File: src/rtl/dmaw_pkg.sv
package dmaw_pkg;
  localparam int WORD_W     = 24;
  localparam int DESC_WORDS = 7;
  localparam int EOL_BIT    = 14;
  localparam int FLAG_BIT   = 7;

  localparam logic [1:0] RA_PTR   = 2'd0;
  localparam logic [1:0] RA_START = 2'd1;
  localparam logic [1:0] RA_STAT  = 2'd2;

  typedef struct packed {
    logic       interleave;
    logic       dir;
    logic       writeback;
    logic [3:0] buf_sel;
    logic [2:0] fmt;
    logic [9:0] step;
  } ctrl_t;

  typedef enum logic [1:0] {S_IDLE, S_FETCH, S_ISSUE, S_WAIT} wstate_t;
endpackage

File: src/rtl/dmaw_decode.sv
module dmaw_decode
  import dmaw_pkg::*;
#(
  parameter int WW = WORD_W
) (
  input  logic [WW-1:0] ctrl_word,
  output ctrl_t         fields
);
  // bits 2,3,9,13 are deliberately left unused
  always_comb begin
    fields.interleave = ctrl_word[0];
    fields.dir        = ctrl_word[1];
    fields.writeback  = ctrl_word[4];
    fields.buf_sel    = ctrl_word[8:5];
    fields.fmt        = ctrl_word[12:10];
    fields.step       = ctrl_word[23:14];
  end
endmodule

File: src/rtl/dmaw_regs.sv
module dmaw_regs
  import dmaw_pkg::*;
#(
  parameter int ADDR_W = 12,
  parameter int WW     = WORD_W
) (
  input  logic              clk,
  input  logic              rst,
  input  logic              wr_en,
  input  logic [1:0]        addr,
  input  logic [WW-1:0]     wdata,
  input  logic              busy,
  input  logic              done_pulse,
  input  logic              done_eol,
  input  logic [ADDR_W-1:0] next_addr,
  output logic [ADDR_W-1:0] ptr,
  output logic              start,
  output logic              flag,
  output logic [WW-1:0]     rdata
);
  logic clr_req;

  assign start   = wr_en && (addr == RA_START) && wdata[0] && !busy;
  assign clr_req = wr_en && (addr == RA_STAT) && wdata[FLAG_BIT];

  always_ff @(posedge clk) begin
    if (rst) begin
      ptr   <= '0;
      flag  <= 1'b0;
      rdata <= '0;
    end else begin
      if (done_pulse)
        ptr <= next_addr;
      else if (wr_en && (addr == RA_PTR) && !busy)
        ptr <= wdata[ADDR_W-1:0];

      if (done_eol)
        flag <= 1'b1;
      else if (clr_req)
        flag <= 1'b0;

      rdata <= '0;
      case (addr)
        RA_PTR:  rdata[ADDR_W-1:0] <= ptr;
        RA_STAT: begin
          rdata[FLAG_BIT] <= flag;
          rdata[0]        <= busy;
        end
        default: ;
      endcase
    end
  end

  p_ptr_hold_r8: assert property (@(posedge clk) disable iff (rst)
    (busy && !done_pulse) |=> $stable(ptr));
  p_eol_sets_r6: assert property (@(posedge clk) disable iff (rst)
    done_eol |=> flag);
  p_flag_sticky_r7: assert property (@(posedge clk) disable iff (rst)
    (flag && !clr_req) |=> flag);
endmodule

File: src/rtl/dmaw_walker.sv
module dmaw_walker
  import dmaw_pkg::*;
#(
  parameter int ADDR_W = 12,
  parameter int WW     = WORD_W
) (
  input  logic                            clk,
  input  logic                            rst,
  input  logic                            start,
  input  logic [ADDR_W-1:0]               ptr,
  output logic                            dm_rd_en,
  output logic [ADDR_W-1:0]               dm_addr,
  input  logic [WW-1:0]                   dm_rdata,
  output logic [DESC_WORDS-1:0][WW-1:0]   desc,
  output logic                            xfer_valid,
  input  logic                            xfer_ready,
  input  logic                            xfer_done,
  output logic                            busy,
  output logic                            done_pulse,
  output logic                            done_eol,
  output logic [ADDR_W-1:0]               next_addr
);
  localparam int CNT_W = $clog2(DESC_WORDS + 1);
  localparam logic [CNT_W-1:0] LAST_IDX = CNT_W'(DESC_WORDS - 1);
  localparam logic [CNT_W-1:0] NWORDS   = CNT_W'(DESC_WORDS);

  wstate_t          st;
  logic [CNT_W-1:0] iss_cnt;
  logic [CNT_W-1:0] cap_idx;
  logic             cap_vld;

  assign dm_rd_en   = (st == S_FETCH) && (iss_cnt < NWORDS);
  assign dm_addr    = ptr + ADDR_W'(iss_cnt);
  assign busy       = (st != S_IDLE);
  assign xfer_valid = (st == S_ISSUE);
  assign done_pulse = (st == S_WAIT) && xfer_done;
  assign done_eol   = done_pulse && desc[0][EOL_BIT];
  assign next_addr  = desc[0][ADDR_W-1:0];

  always_ff @(posedge clk) begin
    if (rst) begin
      st      <= S_IDLE;
      iss_cnt <= '0;
      cap_idx <= '0;
      cap_vld <= 1'b0;
      desc    <= '0;
    end else begin
      cap_vld <= dm_rd_en;
      cap_idx <= iss_cnt;
      if (dm_rd_en) iss_cnt <= iss_cnt + 1'b1;
      if (cap_vld)  desc[cap_idx] <= dm_rdata;
      case (st)
        S_IDLE:  if (start) begin
                   st      <= S_FETCH;
                   iss_cnt <= '0;
                 end
        S_FETCH: if (cap_vld && (cap_idx == LAST_IDX)) st <= S_ISSUE;
        S_ISSUE: if (xfer_ready) st <= S_WAIT;
        S_WAIT:  if (xfer_done) begin
                   if (desc[0][EOL_BIT]) st <= S_IDLE;
                   else begin
                     st      <= S_FETCH;
                     iss_cnt <= '0;
                   end
                 end
        default: st <= S_IDLE;
      endcase
    end
  end

  p_hold_req_r4: assert property (@(posedge clk) disable iff (rst)
    (xfer_valid && !xfer_ready) |=> (xfer_valid && $stable(desc)));
  p_addr_step_r2: assert property (@(posedge clk) disable iff (rst)
    (dm_rd_en && (iss_cnt != '0)) |-> (dm_addr == $past(dm_addr) + 1'b1));
  p_busy_hold_r6: assert property (@(posedge clk) disable iff (rst)
    (busy && !done_pulse) |=> busy);
  p_quiet_after_eol_r6: assert property (@(posedge clk) disable iff (rst)
    done_eol |=> (!busy && !dm_rd_en));
endmodule

File: src/rtl/dmaw_top.sv
module dmaw_top
  import dmaw_pkg::*;
#(
  parameter int ADDR_W = 12
) (
  input  logic              clk,
  input  logic              rst,
  input  logic              reg_wr_en,
  input  logic [1:0]        reg_addr,
  input  logic [23:0]       reg_wdata,
  output logic [23:0]       reg_rdata,
  output logic              dm_rd_en,
  output logic [ADDR_W-1:0] dm_addr,
  input  logic [23:0]       dm_rdata,
  output logic              xfer_valid,
  input  logic              xfer_ready,
  output logic              xfer_interleave,
  output logic              xfer_dir,
  output logic              xfer_writeback,
  output logic [3:0]        xfer_buf_sel,
  output logic [2:0]        xfer_format,
  output logic [9:0]        xfer_step,
  output logic [23:0]       xfer_count,
  output logic [23:0]       xfer_dsp_addr,
  output logic [23:0]       xfer_buf_offset,
  output logic [23:0]       xfer_buf_base,
  output logic [23:0]       xfer_buf_size,
  input  logic              xfer_done,
  output logic              busy,
  output logic              irq
);
  logic [ADDR_W-1:0]                 ptr, next_addr;
  logic                              start, done_pulse, done_eol;
  logic [DESC_WORDS-1:0][WORD_W-1:0] desc;
  ctrl_t                             cf;

  dmaw_regs #(.ADDR_W(ADDR_W), .WW(WORD_W)) u_regs (
    .clk(clk), .rst(rst), .wr_en(reg_wr_en), .addr(reg_addr),
    .wdata(reg_wdata), .busy(busy), .done_pulse(done_pulse),
    .done_eol(done_eol), .next_addr(next_addr), .ptr(ptr),
    .start(start), .flag(irq), .rdata(reg_rdata));

  dmaw_walker #(.ADDR_W(ADDR_W), .WW(WORD_W)) u_walk (
    .clk(clk), .rst(rst), .start(start), .ptr(ptr),
    .dm_rd_en(dm_rd_en), .dm_addr(dm_addr), .dm_rdata(dm_rdata),
    .desc(desc), .xfer_valid(xfer_valid), .xfer_ready(xfer_ready),
    .xfer_done(xfer_done), .busy(busy), .done_pulse(done_pulse),
    .done_eol(done_eol), .next_addr(next_addr));

  dmaw_decode #(.WW(WORD_W)) u_dec (.ctrl_word(desc[1]), .fields(cf));

  assign xfer_interleave = cf.interleave;
  assign xfer_dir        = cf.dir;
  assign xfer_writeback  = cf.writeback;
  assign xfer_buf_sel    = cf.buf_sel;
  assign xfer_format     = cf.fmt;
  assign xfer_step       = cf.step;
  assign xfer_count      = desc[2];
  assign xfer_dsp_addr   = desc[3];
  assign xfer_buf_offset = desc[4];
  assign xfer_buf_base   = desc[5];
  assign xfer_buf_size   = desc[6];
endmodule

File: config.mk
export PLATFORM = sky130hd
export DESIGN_NAME = dmaw_top
export DESIGN_NICKNAME = d
export VERILOG_FILES = /design/src/rtl/dmaw_pkg.sv /design/src/rtl/dmaw_decode.sv /design/src/rtl/dmaw_regs.sv /design/src/rtl/dmaw_walker.sv /design/src/rtl/dmaw_top.sv
export SDC_FILE = /design/constraint.sdc
export NUM_CORES = 1
export LEC_CHECK = 0
export CELL_PAD_IN_SITES_DETAIL_PLACEMENT = 1
export CELL_PAD_IN_SITES_GLOBAL_PLACEMENT = 1
export CORE_MARGIN = 3
export CORE_UTILIZATION = 37
export DETAILED_ROUTE_END_ITERATION = 7
export HOLD_SLACK_MARGIN = 0.12
export PLACE_DENSITY_LB_ADDON = 0.1
export SETUP_SLACK_MARGIN = 0.5
export SYNTH_ARGS = -nofsm -noshare
export SYNTH_HDL_FRONTEND = slang
export SYNTH_SLANG_ARGS = --single-unit
File: constraint.sdc
create_clock -name clk -period 3.25 [get_ports clk]
set_input_delay 0.65 -clock clk [delete_from_list [all_inputs] [get_ports clk]]
set_output_delay 0.65 -clock clk [all_outputs]
set_load 0.02 [all_outputs]
==> results_dict.tcl <==
set metrics [dict create \
    status "complete, no violations" \
    synth_top_area_cell "dfxtp_1" \
    drt_wl_total_mm 23.37 \
    crit_family "adder cells" \
    relSlewSlack_pct 30.23 \
    power_frac_comb_pct 11.7 \
    clock_path_buffers 2 \
    peakVddDrop_v 0.0003161 \
    die_y_um 154.2 \
    yosys_warnings 0 \
    crit_end "dm_addr[8]" \
    drive_above_1_share_pct 8.769 \
    first_pass_iters 4 \
    die_w_um 154.2 \
    ff_latch_area_um2 3755 \
    cp-startpoint "u_regs.ptr[0]" \
    place.gp.congestion 0.7615 \
    synth.distinct_cells 42 \
    port_buffers 210 \
    drv_slew 0 \
    dp_hpwl_mm 16.59 \
    powerDensity_nw_per_um2 514.8 \
    yosysSeqAreaShare_pct 46.04 \
    async_flop_share_pct 0 \
    cp_slowest_cell "fa_2" \
    setup_viol 0 \
    grt_antenna_before_repair 0 \
    dp_slack_ps 384.4 \
    rows 53 \
    syn_inst 1006 \
    grt_pass1_vias 6348 \
    cts_sinks 187 \
    cap_violations 0 \
    hold_viol_final 0 \
    clkLatencyLatePin_ps 430 \
    fill_cells 2520 \
    reg2reg_depth 7 \
    area_delta_synth_final_pct 22.94 \
    critPathCaptureType "output pin" \
    fin_hold_ws_ps 452.3 \
    avgViaCountPerCell 4.724 \
    synth_ff_type "dfxtp_1" \
    p_int_uw 3759 \
    fin_area_um2 9997 \
    ant_nets 0 \
    vias 6363 \
    cts_buffers 17 \
    r2r-start "u_walk.st[0]" \
    yosys-top-cells-area "dfxtp_1 46%, nand2_1 15%, buf_4 14%, a21oi_1 9.6%, clkbuf_1 2.0%" \
    path_depth 7 \
    grt_max_degree 92 \
    syn_area_per_cell_um2 8.083 \
    worstPathArrival_ps 2060 \
    drt_iter0_drc 204 \
    setup_tns_ps 0 \
    root_buffer "clkbuf_16" \
    rsz0062_at_grt "yes" \
    path_buf_inv 1 \
    synth_top_area_share_pct 46.04 \
    rr_endpoint "u_regs.ptr[2]" \
    core_area_um2 21290 \
    fmax_ghz 0.3691 \
    power_switching_uw 1388 \
    fin_worst_skew_ps 15.56 \
    overflow 0 \
    cts_max_level 4 \
    min_period_ps 2709 \
    post_drt_wl_per_cell_um 17.35 \
    required_ps 2600 \
    rrSetupSlack_ps 1280 \
    synth-edff-count 0 \
    start_util_pct 38.20 \
    postPlaceCellArea_um2 9360 \
    path_max_fanout 3 \
    track_usage_pct 19.21 \
    multi_input_area_um2 3087 \
    dieArea_um2 23790 \
    cts_hold_buf 0 \
    grt_pass1_wl_mm 36.26 \
    worstHoldPathType "reg -> reg" \
    path_class "reg -> out" \
    pwr-share-seq_pct 47.1 \
    synthesis.area_um2 8132 \
    cts_tree "done" \
    n_antenna_cell 0 \
    synth_seq_cells 187 \
    clock_power_share_pct 41.2 \
    max_stage_delay_ps 370 \
    clkTransAtPathRegs_ps 70 \
    power_switching_share_pct 26.97 \
    cp_cell_sequence "ha_4 > fa_2 > a21o_1 > and3_4 > nand2_4 > xnor2_2 > buf_4" \
    fin_ws_ps 540.7 \
    fin_nets 1123 \
    cp-start-kind "register" \
    leakagePower_uw 0.003473 \
    drc 0 \
    ioPinCount 235 \
    finalCritPeriodShare_pct 83.36 \
    worst_pin_slew_ps 1045 \
]
cell usage after synthesis (2+ instances only):
| master | instances |
|---|---|
| a2111oi_0 | 2 |
| a21o_1 | 2 |
| a21oi_1 | 156 |
| a311oi_1 | 4 |
| a311oi_2 | 8 |
| and2_1 | 10 |
| and3_1 | 5 |
| buf_2 | 2 |
| buf_4 | 149 |
| buf_6 | 2 |
| clkbuf_1 | 43 |
| clkbuf_8 | 5 |
| dfxtp_1 | 187 |
| ha_1 | 8 |
| inv_1 | 6 |
| mux2i_1 | 2 |
| nand2_1 | 328 |
| nand2b_1 | 6 |
| nand3_1 | 19 |
| nand4b_1 | 2 |
| nor2_1 | 15 |
| nor2_2 | 8 |
| nor2b_1 | 5 |
| nor3_1 | 5 |
| xnor2_1 | 7 |
| xor2_1 | 4 |
routing by layer:
layer / global-route usage (%) / vias up / share of wire, %
met5: 0 / - / 0
met4: 2.817 / 0 / 0.48
met3: 7.023 / 9 / 7.2
met2: 30.70 / 154 / 46
met1: 25.61 / 2999 / 46
li1: - / 3201 / -
placed cells by master, fill, tap and decap left out, drive strengths merged, types with 14 or more instances in the layout:
master         instances
inv                   14
clkbuf                18
buf                   23
a21oi                156
nand3                 20
nand2                328
clkdlybuf4s50        198
nor2                  23
dfxtp                187
cells by family after synthesis:
| family | count (synthesis) | synth area share, % |
|---|---|---|
| DFF | 187 | 46.04 |
| AOI/OAI and AO/OA | 180 | 13.08 |
| buffers and inverters | 209 | 17.36 |
| xor gates and xnor gates | 11 | 1.185 |
| and+or+nand+nor | 406 | 20.43 |
| other | 1 | 0.04612 |
| muxes | 3 | 0.3847 |
| adders and majority gates | 9 | 1.477 |
how the worst min path moves through the flow:
stage,start,endpoint,slack (ps),cells past startpoint
after detailed placement,u_walk.desc[164],u_walk.desc[164],450,2
after global placement,u_walk.desc[141],u_walk.desc[141],440,2
final,u_walk.desc[164],u_walk.desc[164],450,2
after CTS,u_walk.desc[164],u_walk.desc[164],460,2
after floorplan,u_walk.desc[0],u_walk.desc[0],440,2
after global routing,u_walk.desc[122],u_walk.desc[122],470,2
power by group through the flow:
stage                     Sequential (uW)  Clock [uW]  Combinational (uW)
after CTS                            2420        2170                 595
after floorplan                      2450           0                 373
final                                2420        2120                 604
after global placement               2470           0                 602
after detailed placement             2470           0                 605
after global routing                 2430        2280                 668
flip-flops by register name (all words and copies together), names as in the netlist:
signal and count:
u_walk.desc 153, u_regs.ptr 12, u_regs.rdata 12, u_walk.cap_idx 3
u_walk.iss_cnt 3, u_walk.st 2, u_regs.flag 1, u_walk.cap_vld 1
what timing repair did:
action                                  4_1_cts  5_1_grt
setup buffers                                 0        2
cloned                                        0        0
endpoints found under the setup margin       11        7
pin swaps                                     0        3
gates resized for setup                      42       18
area by class of cell:
type	instances	share of cell area, %
Sequential cell	187	37.56
Multi-Input combinational cell	621	30.88
Timing Repair Buffer	225	21.96
Clock buffer	18	4.293
Tap cell	275	3.442
Clock inverter	14	1.602
Inverter	7	0.2628
worst min-delay path, cell delays in order (launching register included):
cell	delay [ps]
dfxtp_1	310
nand2_1	50
a21oi_1	50
per-stage QoR:
step / cells / total power, uW / utilization [%]
3_5_place_dp: 1313 / 3075 / 43.97
3_3_place_gp: 1313 / 3070 / 43.97
6_report: 1347 / 5147 / 46.96
4_1_cts: 1345 / 5187 / 46.66
2_1_floorplan: 1017 / 2827 / -
5_1_grt: 1347 / 5379 / 46.96
Power figures use the tool's default switching activity.
